## src/rtl/dclk_pkg.sv

```systemverilog
// Shared types, register addresses and word builders for the display
// clock synthesizer control front end. Assumes 8-bit divisor fields and
// 4-bit post-divider and multiplier fields in the settings word.
package dclk_pkg;
    localparam int WORD_W = 32;
    localparam int FLD_W  = 8;
    localparam int P1_W   = 4;
    localparam int MUL_W  = 4;

    // host addresses
    localparam logic [2:0] A_SETTINGS = 3'd0;
    localparam logic [2:0] A_DIV_B    = 3'd1;
    localparam logic [2:0] A_COMMAND  = 3'd1;
    localparam logic [2:0] A_CTRL     = 3'd2;
    localparam logic [2:0] A_MULT     = 3'd3;
    localparam logic [2:0] A_STAGED   = 3'd4;
    localparam logic [2:0] A_STATUS   = 3'd5;

    typedef enum logic [2:0] {
        T_IDLE, T_SETTLE, T_POLL, T_LOCK, T_FAIL
    } tmr_state_t;

    typedef struct packed {
        logic [MUL_W-1:0] mul;
        logic [P1_W-1:0]  p1;
        logic [FLD_W-1:0] n;
        logic [FLD_W-1:0] m1;
        logic [FLD_W-1:0] m2;
    } settings_t;

    function automatic logic [WORD_W-1:0] pack_div(input settings_t s);
        logic [WORD_W-1:0] w;
        w        = '0;
        w[7:0]   = s.m2 - 8'd2;
        w[15:8]  = s.m1 - 8'd2;
        w[23:16] = s.n  - 8'd2;
        return w;
    endfunction

    function automatic logic [WORD_W-1:0] build_ctrl(input logic [P1_W-1:0] p1);
        logic [WORD_W-1:0] w;
        w        = '0;
        w[12:9]  = 4'd6;      // clock phase
        w[19:16] = p1;        // post divider
        w[25:24] = 2'b00;     // divide-by-10 selection
        w[26]    = 1'b1;      // DAC mode
        w[28]    = 1'b1;      // legacy text mode off
        w[31]    = 1'b1;      // oscillator run
        return w;
    endfunction

    function automatic logic [WORD_W-1:0] build_mult(input logic [MUL_W-1:0] m);
        logic [7:0] v;
        v = 8'(m) - 8'd1;
        return {16'd0, v, v};
    endfunction
endpackage

```

## src/rtl/dclk_shadow_regs.sv

```systemverilog
// Holds the divisor slots, the staged post-divider and multiplier, and the
// committed control and multiplier words. Assumes start and stop never
// arrive together (the top gives stop priority).
module dclk_shadow_regs
    import dclk_pkg::*;
(
    input  logic              clk,
    input  logic              rst_n,
    input  logic              set_wr,
    input  settings_t         set_data,
    input  logic              start,
    input  logic              stop,
    output logic [WORD_W-1:0] div_a,
    output logic [WORD_W-1:0] div_b,
    output logic [P1_W-1:0]   p1_staged,
    output logic [MUL_W-1:0]  mul_staged,
    output logic [WORD_W-1:0] ctrl_q,
    output logic [WORD_W-1:0] mult_q
);
    // divisor slots and staged fields, loaded on a settings write
    always_ff @(posedge clk) begin
        if (!rst_n) begin
            div_a      <= '0;
            div_b      <= '0;
            p1_staged  <= '0;
            mul_staged <= '0;
        end else if (set_wr) begin
            div_a      <= pack_div(set_data);
            div_b      <= pack_div(set_data);
            p1_staged  <= set_data.p1;
            mul_staged <= set_data.mul;
        end
    end

    // committed words: built on start, control cleared on stop
    always_ff @(posedge clk) begin
        if (!rst_n) begin
            ctrl_q <= '0;
            mult_q <= '0;
        end else if (stop) begin
            ctrl_q <= '0;
        end else if (start) begin
            ctrl_q <= build_ctrl(p1_staged);
            mult_q <= build_mult(mul_staged);
        end
    end
endmodule

```

## src/rtl/dclk_settle_timer.sv

```systemverilog
// Counts SETTLE_TICKS microsecond ticks after a start, then samples the
// oscillator acknowledge on up to POLL_LIMIT ticks. Ends in lock or fail.
// Assumes stop has priority over start.
module dclk_settle_timer #(
    parameter int SETTLE_TICKS = 200,
    parameter int POLL_LIMIT   = 5
) (
    input  logic clk,
    input  logic rst_n,
    input  logic start,
    input  logic stop,
    input  logic tick,
    input  logic ack,
    output logic busy,
    output logic lock,
    output logic fail
);
    import dclk_pkg::*;
    localparam int CW = $clog2(SETTLE_TICKS + 1);
    localparam int PW = $clog2(POLL_LIMIT + 1);

    tmr_state_t    st;
    logic [CW-1:0] cnt;
    logic [PW-1:0] pcnt;

    // state sequencing: settle window, bounded poll, terminal states
    always_ff @(posedge clk) begin
        if (!rst_n) begin
            st   <= T_IDLE;
            cnt  <= '0;
            pcnt <= '0;
        end else if (stop) begin
            st <= T_IDLE;
        end else if (start) begin
            st  <= T_SETTLE;
            cnt <= '0;
        end else if (tick) begin
            case (st)
                T_SETTLE: begin
                    if (cnt == CW'(SETTLE_TICKS - 1)) begin
                        st   <= T_POLL;
                        pcnt <= '0;
                    end else begin
                        cnt <= cnt + 1'b1;
                    end
                end
                T_POLL: begin
                    if (ack)                               st <= T_LOCK;
                    else if (pcnt == PW'(POLL_LIMIT - 1))  st <= T_FAIL;
                    else                                   pcnt <= pcnt + 1'b1;
                end
                default: ;
            endcase
        end
    end

    // state flags
    always_comb begin
        busy = (st == T_SETTLE) || (st == T_POLL);
        lock = (st == T_LOCK);
        fail = (st == T_FAIL);
    end
endmodule

```

## src/rtl/dclk_synth_ctl.sv

```systemverilog
// Top of the display clock synthesizer control front end: host write
// decode, enable gating during settle, read-back mux. Assumes host_wr is
// a single-cycle strobe and us_tick a single-cycle pulse.
module dclk_synth_ctl
    import dclk_pkg::*;
#(
    parameter int SETTLE_TICKS = 200,
    parameter int POLL_LIMIT   = 5
) (
    input  logic              clk,
    input  logic              rst_n,
    input  logic              us_tick,
    input  logic              host_wr,
    input  logic [2:0]        host_addr,
    input  logic [WORD_W-1:0] host_wdata,
    output logic [WORD_W-1:0] host_rdata,
    input  logic              osc_ack,
    output logic [WORD_W-1:0] div_word,
    output logic [WORD_W-1:0] ctrl_word,
    output logic [WORD_W-1:0] mult_word,
    output logic              locked,
    output logic              busy_err
);
    logic              set_wr, cmd_wr, en_req, dis_req, start, settling;
    logic [WORD_W-1:0] div_b;
    logic [P1_W-1:0]   p1_staged;
    logic [MUL_W-1:0]  mul_staged;

    // command decode; disable wins, enable ignored while settling
    always_comb begin
        set_wr  = host_wr && (host_addr == A_SETTINGS);
        cmd_wr  = host_wr && (host_addr == A_COMMAND);
        dis_req = cmd_wr && host_wdata[1];
        en_req  = cmd_wr && host_wdata[0] && !host_wdata[1];
        start   = en_req && !settling;
    end

    dclk_shadow_regs u_regs (
        .clk        (clk),
        .rst_n      (rst_n),
        .set_wr     (set_wr),
        .set_data   (settings_t'(host_wdata)),
        .start      (start),
        .stop       (dis_req),
        .div_a      (div_word),
        .div_b      (div_b),
        .p1_staged  (p1_staged),
        .mul_staged (mul_staged),
        .ctrl_q     (ctrl_word),
        .mult_q     (mult_word)
    );

    dclk_settle_timer #(
        .SETTLE_TICKS (SETTLE_TICKS),
        .POLL_LIMIT   (POLL_LIMIT)
    ) u_timer (
        .clk   (clk),
        .rst_n (rst_n),
        .start (start),
        .stop  (dis_req),
        .tick  (us_tick),
        .ack   (osc_ack),
        .busy  (settling),
        .lock  (locked),
        .fail  (busy_err)
    );

    // host read-back mux; run bit hidden until lock
    always_comb begin
        case (host_addr)
            A_SETTINGS: host_rdata = div_word;
            A_DIV_B:    host_rdata = div_b;
            A_CTRL:     host_rdata = {ctrl_word[31] & locked, ctrl_word[30:0]};
            A_MULT:     host_rdata = mult_word;
            A_STAGED:   host_rdata = {mul_staged, p1_staged, 24'd0};
            A_STATUS:   host_rdata = {29'd0, settling, busy_err, locked};
            default:    host_rdata = '0;
        endcase
    end
endmodule

```

## config.mk

```make
export PLATFORM = sky130hd
export DESIGN_NAME = dclk_synth_ctl
export DESIGN_NICKNAME = d
export VERILOG_FILES = /design/src/rtl/dclk_pkg.sv /design/src/rtl/dclk_shadow_regs.sv /design/src/rtl/dclk_settle_timer.sv /design/src/rtl/dclk_synth_ctl.sv
export SDC_FILE = /design/constraint.sdc
export NUM_CORES = 1
export LEC_CHECK = 0
export ABC_AREA = 1
export BUFFER_PORTS_ARGS = -buffer_cell sky130_fd_sc_hd__clkbuf_2
export CAP_MARGIN = 5
export CORE_MARGIN = 4
export CORE_UTILIZATION = 45
export DETAILED_ROUTE_END_ITERATION = 10
export PLACE_DENSITY = 0.78
export SKIP_LAST_GASP = 1
export SYNTH_ARGS = -nofsm -noshare
export SYNTH_HDL_FRONTEND = slang
export SYNTH_SLANG_ARGS = --single-unit
```

## constraint.sdc

```tcl
create_clock -name clk -period 2 [get_ports clk]
set_clock_uncertainty 0.2 [all_clocks]
set_input_delay 0.1 -clock clk [delete_from_list [all_inputs] [get_ports clk]]
set_output_delay 0.1 -clock clk [all_outputs]
set_load 0.005 [all_outputs]
```

Word level (Yosys, flattened, before mapping) --
Cells that the tools add are included.
Operators by class: add/sub/neg operators 6, equality and inequality tests 18, multiplexer cells 15, bitwise logic cells 4, reductions and logical operators 22
Operators by type and width (number):
- $pmux 32 s5 | 1
- $mux 8 | 4
- $sub 8x2->8 const B | 3
- $mux 3 | 6
- $eq 3x2->1 const B | 4
- $eq 3x3->1 const B | 4
- $pmux 3 s2 | 2
- $reduce_and 4->1 | 3
- $add 8x1->8 const B | 1
- $eq 8x8->1 const B | 1
- $reduce_and 7->1 | 1
- $eq 3x1->1 const B | 2
- $logic_and 1x1->1 | 6
- $ne 2x2->1 const B | 3
- $ne 3x2->1 const B | 2
- $reduce_bool 2->1 | 3
- $sub 4x1->5 const B | 1
- $ne 4x3->1 const B | 1
- $reduce_or 2->1 | 2
- $add 3x1->3 const B | 1
- $logic_not 3->1 | 1
- $not 1->1 | 3
- $reduce_bool 3->1 | 1
- $reduce_or 3->1 | 1
- other kinds (6) | 8
Storage, ports and cells: bits in registers 69, input port bits 40, output and inout port bits 130, logic and storage cells 74

Longest topological paths before layout --
Gate-level depths: netlist of the first run.
word-level depth 7, mapped depth 10, depth with buffers taken out 10

Cells and area by module --
From an unflattened synthesis of the first run, not the netlist that was laid out.
Second synthesis, totals: cells, all modules 810, area, all modules 4838.4 um2
Modules (own cells, without submodules):
- dclk_shadow_regs | times used 1, cells an instance 350, area an instance 2586.2 um2, seq. area each 840.8 um2
- dclk_synth_ctl | times used 1, cells an instance 319, area an instance 1336.3 um2, seq. area each 0.0 um2
- dclk_settle_timer | times used 1, cells an instance 141, area an instance 915.9 um2, seq. area each 280.3 um2

Worst setup path after synthesis of the first run --
OpenSTA, ideal clock, no wires.
path kind flip-flop to flip-flop, start point register u_timer.cnt[0], end point register u_timer.pcnt[0], setup time 132 ps, data arrival time 1206 ps, data required time 1668 ps, slack 461 ps, cell stages (with the launch flop) 11, path buffers 0, period minus slack after synthesis 1539 ps, path through dfxtp_1 > ha_1 > nand2_1 > inv_1 > nand2_1 > o21bai_2 > nand2_4 > inv_2 > nand2_2 > nand2_1 > a21oi_1
On the way: longest elaborated chain between the ends 3
RTL lines:
- start, declared | RTL line dclk_settle_timer.sv:23 | logic [CW-1:0] cnt;
- start signal, assigned | RTL line dclk_settle_timer.sv:44 | cnt <= cnt + 1'b1;
- $eq 8x8->1 | RTL line dclk_settle_timer.sv:40 | if (cnt == CW'(SETTLE_TICKS - 1)) begin
- $ne 2x1->1 (no line)
- $reduce_and 7->1 (no line)
- end signal, assigned | RTL line dclk_settle_timer.sv:50 | else pcnt <= pcnt + 1'b1;
- end, declared | RTL line dclk_settle_timer.sv:24 | logic [PW-1:0] pcnt;
Every way passes these cells. A chain may end at the register's enable or synchronous reset.

Worst setup path in the final report of the first run --
start point input host_addr[0], end point register u_regs.div_a[20]
On the way: longest elaborated chain between the ends 2
RTL lines:
- start, declared | RTL line dclk_synth_ctl.sv:14 | input logic [2:0] host_addr,
- $logic_not 3->1 | RTL line dclk_synth_ctl.sv:31 | set_wr = host_wr && (host_addr == A_SETTINGS);
- $logic_and 1x1->1 | RTL line dclk_synth_ctl.sv:31
- end signal, assigned | RTL line dclk_shadow_regs.sv:28 | div_a <= pack_div(set_data);
- end, declared | RTL line dclk_shadow_regs.sv:13 | output logic [WORD_W-1:0] div_a,
Every way passes these cells.

==> impl_results.md, run 1 <==
- Outcome: finished with violations
- Violated checks: negative hold slack
- Cell chosen for the clock root: clkbuf_8
- # DRC: 0
- Placed standard-cell area: 3950 um^2
- Count of mapped cells out of synthesis: 501
- RSZ-0062 raised after global routing: yes
- Maximum Capacitance Violations: 0
- Leading cell type in the layout, fill and taps excluded: clkbuf_2
- Die span in x: 96.9 um
- Clock-pin slew of the registers on the worst-case setup and hold paths: 100 ps
- Number of detailed-route iterations in the first pass: 5
- Average routed wire per standard cell: 13.6 um
- Class of the tightest hold or removal check: input port to flip-flop
- Data required time at the worst endpoint: 2050 ps
- Longest individual stage delay on the worst path: 560 ps
- Pin count of the biggest net entering global routing: 34
- Share of cells above drive strength 1: 0.258
- CP max FO: 31
- Total power density per cell area: 500 nW/um^2
- Headroom to the max-slew limit: 0.591
- Area growth from synthesis to final layout: 25.1%
- Leakage: 2.14 nW
- Total CTS buffers: 5
- Post-synthesis cell area: 3550 um^2
- Critical path arrival: 2010 ps
- Kind of start point of the critical path: input port
- Tightest Pin Transition: 610 ps
- Leading cell types in the layout, fill and taps excluded: 122 x clkbuf_2, 68 x nand2_1, 64 x inv_1, 56 x dfxtp_1, 55 x o21ai_0
- Combined global-route utilization of all metal layers: 0.201
- Met3 track demand over resource in global routing: 0.0454
- Global route total overflow: 0
- Count of final max-slew check failures: 0
- Worst setup EP type: flip-flop
- IO buf count: 122
- Final cell area excluding filler cells: 4440 um^2
- Most used flip-flop cell after synthesis: dfxtp_1
- Slowest cell on the critical path: dlygate4sd3_1
- Proportion of synthesized chip area in sequential cells: 0.315
- Share of flip-flops with an asynchronous set or reset: 0
- Die height: 96.9 um
- Max IR drop VDD: 0.000266 V
- Die footprint: 9380 um^2
- Total Wirelength: 10200 um
- Number of routed nets with antenna violations: 0
- HPWL Detailed: 7320 um
- Ordered list of cells on the worst path: clkbuf_2 > nor2_1 > nand2_1 > nor2_2 > buf_4 > o21ai_0 > a31oi_1 > dlygate4sd3_1
- Final count of hold timing violations: 1
- I/O pin count: 170
- Number of synthesis warnings: 0
- Most Crowded Layer GR: met2
- Total clock sinks: 56
- Initial standard-cell utilization of the core: 0.462
- Final weighted congestion in routability-driven placement: 0.914
- Buffering stage count on the worst path with inverters included: 3
- Clock tree from TritonCTS: done
- Delay-heaviest family, CP: buffers and inverters
- Number of antenna violations at the first check in global routing: 0
- Synthesis-stage register bit count: 56
- Vias per cell: 4.98
- Vias: 3718
- Via count of the first global-routing pass: 3396
- Number of antenna cells inserted: 0
- Clock latency on the worst-skew pair: 300 ps
- Setup CP Type: input port to flip-flop
- Post-route worst hold slack: -0.277 ps
- Final period demand of the worst path: 1960 ps
- Synthesized area per cell: 7.09 um^2
- Placement Rows: 32
- NumNets Final: 690
- Distinct cells, synth: 37
- # H-tree levels: 2
- Count of endpoints failing setup in the final report: 0
- Global-route met2 utilization: 0.344
- Peak clock frequency supported by timing: 0.511 GHz
- Deepest clock path buffer count: 2
- CORE AREA: 7690 um^2
- Number of design-rule violations left by the first detailed-router iteration: 353
- First-pass GRT wire length: 16000 um
- Share of the cycle needed by the critical path after routing: 0.978
- GR met1 Demand/Resource: 0.246
- Number of flops mapped to enable cells by yosys: 0
- Overall power: 0.00222 W
cell type report:
cell class,count,area [um^2]
Timing Repair inverter,1,5.00
Sequential cell,56,1120
Clock inverter,1,7.51
Timing Repair Buffer,164,1020
Tap cell,102,128
Inverter,69,263
Fill cell,708,3240
Multi-Input combinational cell,346,1810
Clock buffer,7,86.3
worst reg2reg max path: cells and delay by family, from the launching register on:
| family | cells | cell delay, ps |
|---|---|---|
| and+or+nand+nor | 4 | 820 |
| DFF | 1 | 460 |
| AOI/OAI and AO/OA | 1 | 170 |
| buffers and inverters | 1 | 90 |
report_power, final:
group	internal [W]	switching (W)	total [W]
sequential	0.00114	0.0000254	0.00117
combinational	0.000168	0.000240	0.000408
clock	0.000283	0.000361	0.000643
total	0.00160	0.000626	0.00222
synth_stat cells (all sizes together), types with 3 or more instances:
cell type  instances  area share
xor2               7       0.017
nand3             17       0.035
nor2              45       0.055
nand2             74       0.088
xnor2              4      0.0099
or2                6       0.011
inv               68       0.072
buf               70        0.15
o221ai             3      0.0074
a31oi              6       0.011
nand4              8       0.014
nor3               8       0.011
a21oi             48       0.069
o21ai             57       0.080
clkbuf             6      0.0063
ha                 7       0.025
dfxtp             56        0.32
sequential cells by signal (all words and copies together), names as in the netlist:
name               count
u_timer.cnt            8
u_regs.div_a          24
u_timer.pcnt           3
u_regs.mult_q          5
u_regs.mul_staged      4
u_timer.st             3
u_regs.p1_staged       4
u_regs.ctrl_q          5
worst paths after layout:
check | from | endpoint | slack (ps) | depth (start not counted)
setup / recovery | host_addr[0] | u_regs.div_a[20] | 40 | 8
hold reg to reg | u_regs.mul_staged[0] | u_regs.mult_q[8] | 260 | 1
hold / removal | host_wdata[11] | u_regs.div_a[11] | -0.3 | 4
setup reg to reg | u_timer.st[1] | u_regs.mult_q[14] | 180 | 6
timing repair:
| action | 4_1_cts | 5_1_grt |
|---|---|---|
| resized for setup | 0 | 4 |
| hold buffers | 38 | 0 |
| setup endpoints to repair | 0 | 5 |
| hold endpoints to repair | 31 | 0 |
| buffers inserted | 0 | 1 |
cell families (layout without fill, tap and decap cells):
logic type / Yosys count / count (layout) / synth area share
compound gates: 119 / 119 / 0.181
simple gates: 162 / 162 / 0.225
xor+xnor: 11 / 11 / 0.0271
fa+ha+maj: 7 / 7 / 0.0246
buf+inv: 145 / 242 / 0.225
flops: 56 / 56 / 0.315
other cells: 1 / 47 / 0.00106
routing by layer:
| metal | vias to the layer above | wire, um |
|---|---|---|
| li1 | 1789 | - |
| met1 | 1702 | 3980 |
| met2 | 196 | 5040 |
| met3 | 31 | 869 |
| met4 | 0 | 279 |
| met5 | - | 0 |
per-stage QoR:
step	worst slack, ps	TNS [ps]	hold slack [ps]	utilization	std cells
after floorplan	461	0	-10.0	-	547
after global placement	296	0	98.6	0.513	698
after detailed placement	241	0	101	0.513	698
after CTS	81.5	0	5.00	0.575	744
after global routing	-29.8	-39.1	31.7	0.578	746
final	44.7	0	-0.277	0.578	746
Power figures use the tool's default switching activity.
==> run 2, diff against run 1 <==
Settings changed: CTS_BUF_LIST from default to sky130_fd_sc_hd__clkbuf_16, PLACE_DENSITY 0.78 to 0.83.
==> run 2 against run 1 <==
  * The run now ends clean
  * Via count about the same
  * Non-clock buffer count down 5
  * Global-route usage rose by 1.4 points
  * Sequential share of layout area up 0.11 points
  * Clock power increased by 35%
  * Register-to-register slack better by 70 ps
  * Wire length is 2.9% higher
  * Die area unchanged
  * First-iteration DRC count decreased by 46%
  * Critical path type unchanged
  * Critical endpoint is now u_regs.div_a[7]
  * Largest power group unchanged
==> impl_results.md, run 2 (synthesis results as in run 1) <==
- Cell count of the worst hold path: 4
- Class of the tightest hold or removal check: input port to flip-flop
- Vias: 3716
- Final count of hold timing violations: 0
- Leading cell types in the layout, fill and taps excluded: 122 x clkbuf_2, 68 x nand2_1, 66 x inv_1, 56 x o21ai_0, 56 x dfxtp_1
- Tightest Pin Transition: 684 ps
- RSZ-0062 raised after global routing: no
- Headroom to the max-slew limit: 0.544
- Setup CP Type: input port to flip-flop
- Die footprint: 9380 um^2
- Number of routed nets with antenna violations: 0
- Count of endpoints failing setup in the final report: 0
- Outcome: finished, final reports clean
- Vias per cell: 5.02
- Util after Layout: 0.576
- Length in cells of the worst reg-to-reg path: 10
- Worst setup EP type: flip-flop
- Average routed wire per standard cell: 14.1 um
- Initial standard-cell utilization of the core: 0.462
- Cell count after placement: 701
- Global route total overflow: 0
- Clock-pin slew of the registers on the worst-case setup and hold paths: 70 ps
- Total CTS buffers: 5
- Area growth from synthesis to final layout: 24.5%
- Kind of start point of the critical path: input port
- Final weighted congestion in routability-driven placement: 0.881
- Ordered list of cells on the worst path: dlygate4sd3_1 > clkbuf_2 > inv_1 > ha_1 > nand2_1 > or2_2 > nor2_2 > xor2_1 > o21ai_0 > inv_1
- FF-to-FF setup slack: 250 ps
- IO buf count: 122
- Deepest clock path buffer count: 2
- CP max FO: 4
- # DRC: 0
- Total clock sinks: 56
- Max IR drop VDD: 0.000421 V
- Peak clock frequency supported by timing: 0.536 GHz
- Cell chosen for the clock root: clkbuf_16
- Number of design-rule violations left by the first detailed-router iteration: 190
- Combined global-route utilization of all metal layers: 0.215
- Register cell area after layout: 1120 um^2
- Pin count of the biggest net entering global routing: 34
- Setup Total Neg Slack: 0 ps
- Number of detailed-route iterations in the first pass: 5
- Maximum Capacitance Violations: 0
- Number of setup buffers added after CTS: 0
- Die span in x: 96.9 um
- Cell repeated most along the worst path: inv_1
- Leading registers by flop count: u_regs.div_a: 24 flops, u_timer.cnt: 8 flops
- Placement Rows: 32
- Data required time at the worst endpoint: 1990 ps
- Clock latency on the worst-skew pair: 290 ps
- Die height: 96.9 um
- Total power density per cell area: 551 nW/um^2
- Post-route worst hold slack: 34.5 ps
- Overall power: 0.00244 W
- NumNets Final: 684
- Longest individual stage delay on the worst path: 540 ps
- Number of antenna cells inserted: 0
- Count of final max-slew check failures: 0
- Area of the multi-input gates: 1810 um^2
- CORE AREA: 7690 um^2
- Clock tree from TritonCTS: done
- Critical path arrival: 1860 ps
- Number of filler instances in the final layout: 705
- Slowest cell on the critical path: dlygate4sd3_1
- Register with the most flip-flops: u_regs.div_a
- HPWL Detailed: 7850 um
- First-pass GRT wire length: 16800 um
- Leading cell type in the layout, fill and taps excluded: clkbuf_2
- Share of the cycle needed by the critical path after routing: 0.933
- I/O pin count: 170
- Total Wirelength: 10500 um
- Number of antenna violations at the first check in global routing: 0
- Leakage: 2.14 nW
- Share of cells above drive strength 1: 0.259
- Number of cells in the finished layout apart from fillers: 740
- Via count of the first global-routing pass: 3572
- # H-tree levels: 2
- Final period demand of the worst path: 1870 ps
- Number of flip-flops under the largest register name: 24
[run 2: changes by cell type in the layout (fill, tap and decap cells not counted), moves of 2 or more]
cell,previous run,this run
dlygate4sd3_1,38,31
inv_1,64,66
clkbuf_16,0,5
clkinvlp_4,2,0
buf_4,4,6
clkbuf_8,6,0
[run 2: layer usage]
| metal | track usage | wire length, um | vias up |
|---|---|---|---|
| met2 | 0.364 | 5120 | 208 |
| met3 | 0.0497 | 955 | 29 |
| met5 | 0 | 0 | - |
| met4 | 0.104 | 318 | 0 |
| li1 | - | - | 1784 |
| met1 | 0.255 | 4070 | 1695 |
[run 2: power breakdown]
part | leakage (nW) | switching, W | internal [W] | total (W)
combinational | 1.61 | 0.000239 | 0.000162 | 0.000401
clock | 0.0754 | 0.000405 | 0.000463 | 0.000868
sequential | 0.454 | 0.0000247 | 0.00114 | 0.00117
[run 2: per-stage QoR]
step,cell area [um^2],setup WS [ps]
after detailed placement,3970,239
after global routing,4420,10.2
after global placement,3970,262
final,4420,134
after CTS,4420,152
after floorplan,3730,461
[run 2: worst paths after layout]
kind	from	endpoint
setup / recovery	host_wdata[1]	u_regs.div_a[7]
hold reg to reg	u_regs.mul_staged[0]	u_regs.mult_q[8]
setup reg to reg	u_timer.cnt[0]	u_timer.cnt[2]
hold / removal	host_wdata[11]	u_regs.div_a[11]
[run 2: what timing repair did]
action                                  4_1_cts  5_1_grt
gates resized for setup                       0        1
endpoints found under the setup margin        0        1
hold buffers                                 31        0
hold endpoints to repair                     31        0
[run 2: area by class of cell]
cell class / count / area share
inverter: 69 / 0.0585
multi-input combinational: 346 / 0.409
timing repair buffer: 159 / 0.218
clock buffer: 5 / 0.0283
clock inverter: 3 / 0.00396
tap: 102 / 0.0288
sequential: 56 / 0.253
[run 2: worst max-delay path, delay by kind of cell]
kind / cells / cell delay [ps]
xor gates and xnor gates: 1 / 70
buffers and inverters: 4 / 890
and+or+nand+nor: 3 / 470
AOI/OAI and AO/OA: 1 / 140
adders and majority gates: 1 / 180
